## src/rtl/ccpt_pkg.sv

```systemverilog
package ccpt_pkg;

    typedef enum logic [3:0] {
        A_CTRL = 4'd0,
        A_CNT  = 4'd1,
        A_CMPA = 4'd2,
        A_CMPB = 4'd3,
        A_ESEL = 4'd4,
        A_IEN  = 4'd5,
        A_STAT = 4'd6,
        A_CAP0 = 4'd8
    } reg_addr_e;

    typedef enum logic [1:0] {
        ACT_KEEP  = 2'b00,
        ACT_HIGH  = 2'b01,
        ACT_LOW   = 2'b10,
        ACT_KEEP3 = 2'b11
    } cmp_act_e;

    typedef struct packed {
        logic [1:0] act_b;
        logic [1:0] act_a;
        logic       pwm;
        logic [2:0] pexp;
        logic       ext_src;
        logic       run;
    } ctrl_t;

    localparam int CTRL_W = $bits(ctrl_t);

endpackage

```

## src/rtl/ccp_prescaler.sv

```systemverilog
module ccp_prescaler #(
    parameter int EXP_W = 3,
    localparam int DIV_W = 1 << EXP_W
) (
    input  logic             clk,
    input  logic             rst_n,
    input  logic             run,
    input  logic             ext_src,
    input  logic [EXP_W-1:0] pexp,
    input  logic             ext_clk,
    output logic             tick
);

    typedef struct packed {
        logic [DIV_W-1:0] div;
        logic             s1;
        logic             s2;
        logic             prev;
    } pre_t;

    pre_t st_d, st_q;
    logic [DIV_W-1:0] mask;

    always_comb begin
        mask = (DIV_W'(1) << pexp) - DIV_W'(1);
        st_d      = st_q;
        st_d.s1   = ext_clk;
        st_d.s2   = st_q.s1;
        st_d.prev = st_q.s2;
        st_d.div  = (run && !ext_src) ? st_q.div + DIV_W'(1) : '0;
        if (ext_src) tick = run && st_q.s2 && !st_q.prev;
        else         tick = run && ((st_q.div & mask) == mask);
    end

    always_ff @(posedge clk or negedge rst_n) begin
        if (!rst_n) st_q <= '0;
        else        st_q <= st_d;
    end

    // a divided tick never repeats on the next cycle when n > 0
    a_r2_tick_spacing: assert property (@(posedge clk) disable iff (!rst_n)
        (tick && !ext_src && pexp != '0) ##1 ($stable(pexp) && !ext_src) |-> !tick);

    // one tick per synchronized rising edge, never two in a row
    a_r3_ext_single: assert property (@(posedge clk) disable iff (!rst_n)
        (tick && ext_src) |=> (!tick || !ext_src));

endmodule

```

## src/rtl/ccp_capture.sv

```systemverilog
module ccp_capture #(
    parameter int W = 16
) (
    input  logic         clk,
    input  logic         rst_n,
    input  logic         cap_in,
    input  logic [1:0]   esel,
    input  logic [W-1:0] cnt,
    output logic [W-1:0] cap_val,
    output logic         hit
);

    typedef struct packed {
        logic [W-1:0] val;
        logic         s1;
        logic         s2;
        logic         prev;
    } cap_t;

    cap_t st_d, st_q;
    logic rise, fall;

    always_comb begin
        rise = st_q.s2 && !st_q.prev;
        fall = !st_q.s2 && st_q.prev;
        hit  = (esel[0] && rise) || (esel[1] && fall);
        st_d      = st_q;
        st_d.s1   = cap_in;
        st_d.s2   = st_q.s1;
        st_d.prev = st_q.s2;
        if (hit) st_d.val = cnt;
    end

    always_ff @(posedge clk or negedge rst_n) begin
        if (!rst_n) st_q <= '0;
        else        st_q <= st_d;
    end

    assign cap_val = st_q.val;

    // a qualifying edge latches the count seen in that cycle
    a_r5_latch: assert property (@(posedge clk) disable iff (!rst_n)
        hit |=> (cap_val == $past(cnt)));

    // without a qualifying edge the held value does not move
    a_r6_hold: assert property (@(posedge clk) disable iff (!rst_n)
        !hit |=> $stable(cap_val));

endmodule

```

## src/rtl/ccp_cmp_out.sv

```systemverilog
module ccp_cmp_out
    import ccpt_pkg::*;
#(
    parameter int W = 16
) (
    input  logic         clk,
    input  logic         rst_n,
    input  logic         tick,
    input  logic [W-1:0] cnt,
    input  logic [W-1:0] cmpa,
    input  logic [W-1:0] cmpb,
    input  logic         pwm,
    input  logic [1:0]   act_a,
    input  logic [1:0]   act_b,
    output logic         match_a,
    output logic         match_b,
    output logic         pin
);

    typedef struct packed {
        logic pin;
    } out_t;

    out_t st_d, st_q;

    always_comb begin
        match_a = tick && (cnt == cmpa);
        match_b = tick && (cnt == cmpb);
        st_d = st_q;
        if (!pwm) begin
            if (match_a && act_a == ACT_HIGH) st_d.pin = 1'b1;
            if (match_a && act_a == ACT_LOW)  st_d.pin = 1'b0;
            if (match_b && act_b == ACT_HIGH) st_d.pin = 1'b1;
            if (match_b && act_b == ACT_LOW)  st_d.pin = 1'b0;
        end
        pin = pwm ? (cnt < cmpb) : st_q.pin;
    end

    always_ff @(posedge clk or negedge rst_n) begin
        if (!rst_n) st_q <= '0;
        else        st_q <= st_d;
    end

    // a compare-B match with the drive-low action leaves the pin low
    a_r7_b_low: assert property (@(posedge clk) disable iff (!rst_n)
        (!pwm && match_b && act_b == ACT_LOW) |=> (pwm || !pin));

    // a compare-A match with the drive-high action and no B override
    a_r7_a_high: assert property (@(posedge clk) disable iff (!rst_n)
        (!pwm && match_a && act_a == ACT_HIGH && !match_b) |=> (pwm || pin));

endmodule

```

## src/rtl/ccp_timer.sv

```systemverilog
module ccp_timer
    import ccpt_pkg::*;
#(
    parameter int NCAP  = 3,
    parameter int W     = 16,
    localparam int SW   = 3 + NCAP,
    localparam int EXPW = 3
) (
    input  logic            clk,
    input  logic            rst_n,
    input  logic            ext_clk,
    input  logic [NCAP-1:0] cap_in,
    input  logic            reg_wr,
    input  logic [3:0]      reg_addr,
    input  logic [W-1:0]    reg_wdata,
    output logic [W-1:0]    reg_rdata,
    output logic            cmp_out,
    output logic            irq
);

    typedef struct packed {
        ctrl_t             ctrl;
        logic [W-1:0]      cnt;
        logic [W-1:0]      cmpa;
        logic [W-1:0]      cmpb;
        logic [2*NCAP-1:0] esel;
        logic [SW-1:0]     ien;
        logic [SW-1:0]     stat;
    } regs_t;

    regs_t st_d, st_q;

    logic            tick;
    logic            match_a, match_b;
    logic            ovf_ev, pwm_wrap, cnt_load;
    logic [NCAP-1:0] cap_hit;
    logic [W-1:0]    cap_vals [NCAP];
    logic [SW-1:0]   ev, clr;

    ccp_prescaler #(.EXP_W(EXPW)) u_pre (
        .clk     (clk),
        .rst_n   (rst_n),
        .run     (st_q.ctrl.run),
        .ext_src (st_q.ctrl.ext_src),
        .pexp    (st_q.ctrl.pexp),
        .ext_clk (ext_clk),
        .tick    (tick)
    );

    for (genvar g = 0; g < NCAP; g++) begin : g_cap
        ccp_capture #(.W(W)) u_cap (
            .clk     (clk),
            .rst_n   (rst_n),
            .cap_in  (cap_in[g]),
            .esel    (st_q.esel[2*g +: 2]),
            .cnt     (st_q.cnt),
            .cap_val (cap_vals[g]),
            .hit     (cap_hit[g])
        );
    end

    ccp_cmp_out #(.W(W)) u_cmp (
        .clk     (clk),
        .rst_n   (rst_n),
        .tick    (tick),
        .cnt     (st_q.cnt),
        .cmpa    (st_q.cmpa),
        .cmpb    (st_q.cmpb),
        .pwm     (st_q.ctrl.pwm),
        .act_a   (st_q.ctrl.act_a),
        .act_b   (st_q.ctrl.act_b),
        .match_a (match_a),
        .match_b (match_b),
        .pin     (cmp_out)
    );

    always_comb begin
        st_d     = st_q;
        cnt_load = reg_wr && (reg_addr == A_CNT);
        pwm_wrap = st_q.ctrl.pwm && (st_q.cnt == st_q.cmpa);
        ovf_ev   = tick && !cnt_load && !pwm_wrap && (st_q.cnt == '1);

        if (cnt_load)      st_d.cnt = reg_wdata;
        else if (tick)     st_d.cnt = pwm_wrap ? '0 : st_q.cnt + W'(1);

        if (reg_wr) begin
            case (reg_addr)
                A_CTRL: st_d.ctrl = ctrl_t'(reg_wdata[CTRL_W-1:0]);
                A_CMPA: st_d.cmpa = reg_wdata;
                A_CMPB: st_d.cmpb = reg_wdata;
                A_ESEL: st_d.esel = reg_wdata[2*NCAP-1:0];
                A_IEN:  st_d.ien  = reg_wdata[SW-1:0];
                default: ;
            endcase
        end

        ev  = {cap_hit, match_b, match_a, ovf_ev};
        clr = (reg_wr && reg_addr == A_STAT) ? reg_wdata[SW-1:0] : '0;
        st_d.stat = (st_q.stat & ~clr) | ev;
    end

    always_ff @(posedge clk or negedge rst_n) begin
        if (!rst_n) st_q <= '0;
        else        st_q <= st_d;
    end

    always_comb begin
        reg_rdata = '0;
        case (reg_addr)
            A_CTRL: reg_rdata = W'(st_q.ctrl);
            A_CNT:  reg_rdata = st_q.cnt;
            A_CMPA: reg_rdata = st_q.cmpa;
            A_CMPB: reg_rdata = st_q.cmpb;
            A_ESEL: reg_rdata = W'(st_q.esel);
            A_IEN:  reg_rdata = W'(st_q.ien);
            A_STAT: reg_rdata = W'(st_q.stat);
            default: ;
        endcase
        for (int i = 0; i < NCAP; i++) begin
            if (reg_addr == 4'(8 + i)) reg_rdata = cap_vals[i];
        end
    end

    assign irq = |(st_q.stat & st_q.ien);

    // a wrap of the full count sets the overflow flag
    a_r4_wrap_flag: assert property (@(posedge clk) disable iff (!rst_n)
        (tick && st_q.cnt == '1 && !cnt_load && !pwm_wrap) |=> st_q.stat[0]);

    // an event always survives a same-cycle clear
    a_r10_event_wins: assert property (@(posedge clk) disable iff (!rst_n)
        (ev != '0) |=> ((st_q.stat & $past(ev)) == $past(ev)));

    // the line holds until status or enables are written
    a_r9_irq_sticky: assert property (@(posedge clk) disable iff (!rst_n)
        (irq && !(reg_wr && (reg_addr == A_STAT || reg_addr == A_IEN))) |=> irq);

    // in PWM mode the count never leaves 0..A once inside it
    a_r8_pwm_bound: assert property (@(posedge clk) disable iff (!rst_n)
        (st_q.ctrl.pwm && st_q.cnt <= st_q.cmpa && !reg_wr) |=> (st_q.cnt <= st_q.cmpa));

endmodule

```

## config.mk

```make
export PLATFORM = sky130hd
export DESIGN_NAME = ccp_timer
export DESIGN_NICKNAME = d
export VERILOG_FILES = /design/src/rtl/ccpt_pkg.sv /design/src/rtl/ccp_prescaler.sv /design/src/rtl/ccp_capture.sv /design/src/rtl/ccp_cmp_out.sv /design/src/rtl/ccp_timer.sv
export SDC_FILE = /design/constraint.sdc
export NUM_CORES = 1
export LEC_CHECK = 0
export ABC_AREA = 1
export BUFFER_PORTS_ARGS = -buffer_cell sky130_fd_sc_hd__buf_2
export CORE_UTILIZATION = 67
export CTS_BUF_LIST = sky130_fd_sc_hd__clkbuf_8 sky130_fd_sc_hd__clkbuf_16
export DETAILED_ROUTE_END_ITERATION = 7
export PLACE_DENSITY = 0.84
export SYNTH_ARGS = -nofsm -noshare
export SYNTH_HDL_FRONTEND = slang
export SYNTH_HIERARCHICAL = 1
export SYNTH_SLANG_ARGS = --single-unit
```

## constraint.sdc

```tcl
create_clock -name clk -period 4.75 [get_ports clk]
set_clock_uncertainty 0.2 [all_clocks]
set_input_delay 0.475 -clock clk [delete_from_list [all_inputs] [get_ports clk]]
set_output_delay 0.475 -clock clk [all_outputs]
set_load 0.05 [all_outputs]
```

==> out/results.ini <==
[status]
status=completed

[critical_path]
crit_path_max_incr_delay_ps=660
arrival_ps=2390
cp-start-kind=flip-flop
cp-end-kind=output pin
crit_slowest_cell=dfrtp_1
crit_chain=ha_1 -> nand2_2 -> o21ai_0 -> a21oi_1 -> nand3_1 -> o21ai_1 -> buf_2
worstSetupPathType=reg2out
cp.required_ps=4070
critPathMaxFanout=10

[sta]
setup_violations=0
slew-limit-headroom_pct=39.0
fin_ws_ps=1680
post-route-period-util_pct=64.6
timing.fmax_ghz=0.326
hold_viol_final=0
finalSetupTns_ps=0
layout_min_cycle_time_ps=3070
worstMarginPinSlew_ps=913
slew_violations=0
rsz0062_at_grt=no

[yosys]
ys_seq_area_share_pct=41.1
syn-num-nets=1220
async_reset_ff_share_pct=100
synth_seq_cells=144
syn_area_um2=8760
ys_warn_count=6
synth_top_flop_cell=dfrtp_1
ys_types=41
netlist_instances=1175
syn_area_per_cell_um2=7.46
synth-edff-count=0

[layout]
final_common_cell=nand2_1
area_delta_synth_final_pct=5.91
design_area_um2=9280
fin_util_pct=73.2
mostFrequentLayoutCells=347 x nand2_1, 144 x dfrtp_1, 126 x inv_1
diodes=0
drive_above_1_share_pct=13.2
nNetsFinal=1210

[min_path]
min_path_type=in2reg

[routing]
via_per_inst=5.87
vias=7921
wirelength_um=23300
wl_per_cell_um=17.2
drt_iter0_drc=1104
drc=0
postRouteAntennaNets=0
firstDrtPassIters=6

[grt]
grt_usage_pct=36.8
grt_max_degree=87
grt_overflow=0
grt_pass1_wl_um=37100
antenna_found_initial=0
grt_pass1_vias=7252

[placement]
gp_congestion=0.967
placed_cell_area_um2=8650
hpwlAfterDp_um=16100
port_buffers=44
post-place-ws_ps=2090

[die]
dieArea_um2=13500
die-width_um=116
boundaryPins=45
core.rowCount=41
start_util_pct=69.2
core_area_um2=12700
die_y_um=116

[clocking]
cts_max_level=4
cts_buffers=17
cts-root-buf=clkbuf_16
clock_latency_ps=440
clkTransAtPathRegs_ps=60
cts.sinks=144
cts_tree=done
clockBufferDepth=2
post_cts_buffers=0

[power]
power_density_nw_per_um2=541
ir_drop_v=0.000355
power.static_leakage_nw=4.72

[flow_run]
drv_cap=0

-- final cells by class --
cell class / count / area (µm²)
Multi-Input combinational cell: 805 / 4040
Sequential cell: 144 / 3600
Fill cell: 990 / 3390
Inverter: 145 / 548
Clock buffer: 18 / 439
Timing Repair Buffer: 52 / 299
Tap cell: 172 / 215
Clock inverter: 14 / 141
-- sequential cells by signal, summed over array words and instances (netlist names) --
name                 count
st_q                    76
g_cap.u_cap/cap_val     48
u_pre/st_q               8
g_cap.u_cap/st_d         6
g_cap.u_cap/st_q         3
u_pre/st_d               2
u_cmp/st_q               1
-- worst paths after layout --
path,slack (ps),end,cells after the start,start
setup / recovery,1680,cmp_out,7,st_q[64]
hold / removal,100,st_q[61],3,reg_wdata[11]
setup reg to reg,2420,u_cmp/st_q,14,st_q[68]
max in group asynchronous,2890,st_q[13],3,rst_n
min in group asynchronous,470,u_pre/st_q[6],2,rst_n
hold reg to reg,150,u_pre/st_d[0],0,u_pre/st_d[1]
-- per-layer routing --
metal  up-vias  global-route usage (%)  share of wire [%]  wire length, µm
li1       3703                       -                  -                -
met1      3589                    49.0                 40             9370
met2       547                    56.8                 46            10600
met3        82                    7.63                 10             2350
met4         0                    19.1                4.0              922
met5         -                       0                  0                0
-- synthesized netlist by cell type, types with 18 or more instances --
cell type	instances	area share (%)
dfrtp_1	144	41
ha_1	18	2.6
buf_4	59	5.1
a21oi_1	32	1.8
nand2_1	347	15
inv_1	125	5.4
nand3_2	22	2.5
nor2_1	65	2.8
o21ai_0	57	3.3
nand3_1	121	6.9
o21ai_1	26	1.5
-- worst max-delay path: cells and delay by family, from the launching register on --
kind,cells,cell delay (ps)
compound gates,3,450
buf+inv,1,280
simple gates,2,240
flops,1,660
fa+ha+maj,1,330
-- cell families after synthesis --
group	after synthesis	share of synthesized area (%)
simple gates	619	32.2
buf+inv	226	12.8
compound gates	146	9.07
flops	144	41.1
xor+xnor	22	2.20
fa+ha+maj	18	2.57
-- report_power, final --
| group | internal [mW] | switching, mW | total [mW] |
|---|---|---|---|
| clock network | 0.782 | 0.547 | 1.33 |
| logic | 0.588 | 0.997 | 1.58 |
| registers | 1.59 | 0.516 | 2.11 |
-- stage by stage --
stage	std cells	hold slack (ps)	total power [mW]
final	1350	104	5.02
after global routing	1350	107	5.32
after CTS	1350	90.5	4.98
after detailed placement	1313	136	3.63
after global placement	1313	135	3.58
after floorplan	1175	-20.6	3.44
-- timing repair --
item,CTS,global route
hold endpoints to repair,88,0
hold buffers,5,0
gates resized for setup,0,0
Note: power is estimated with default switching activity, not from simulation.
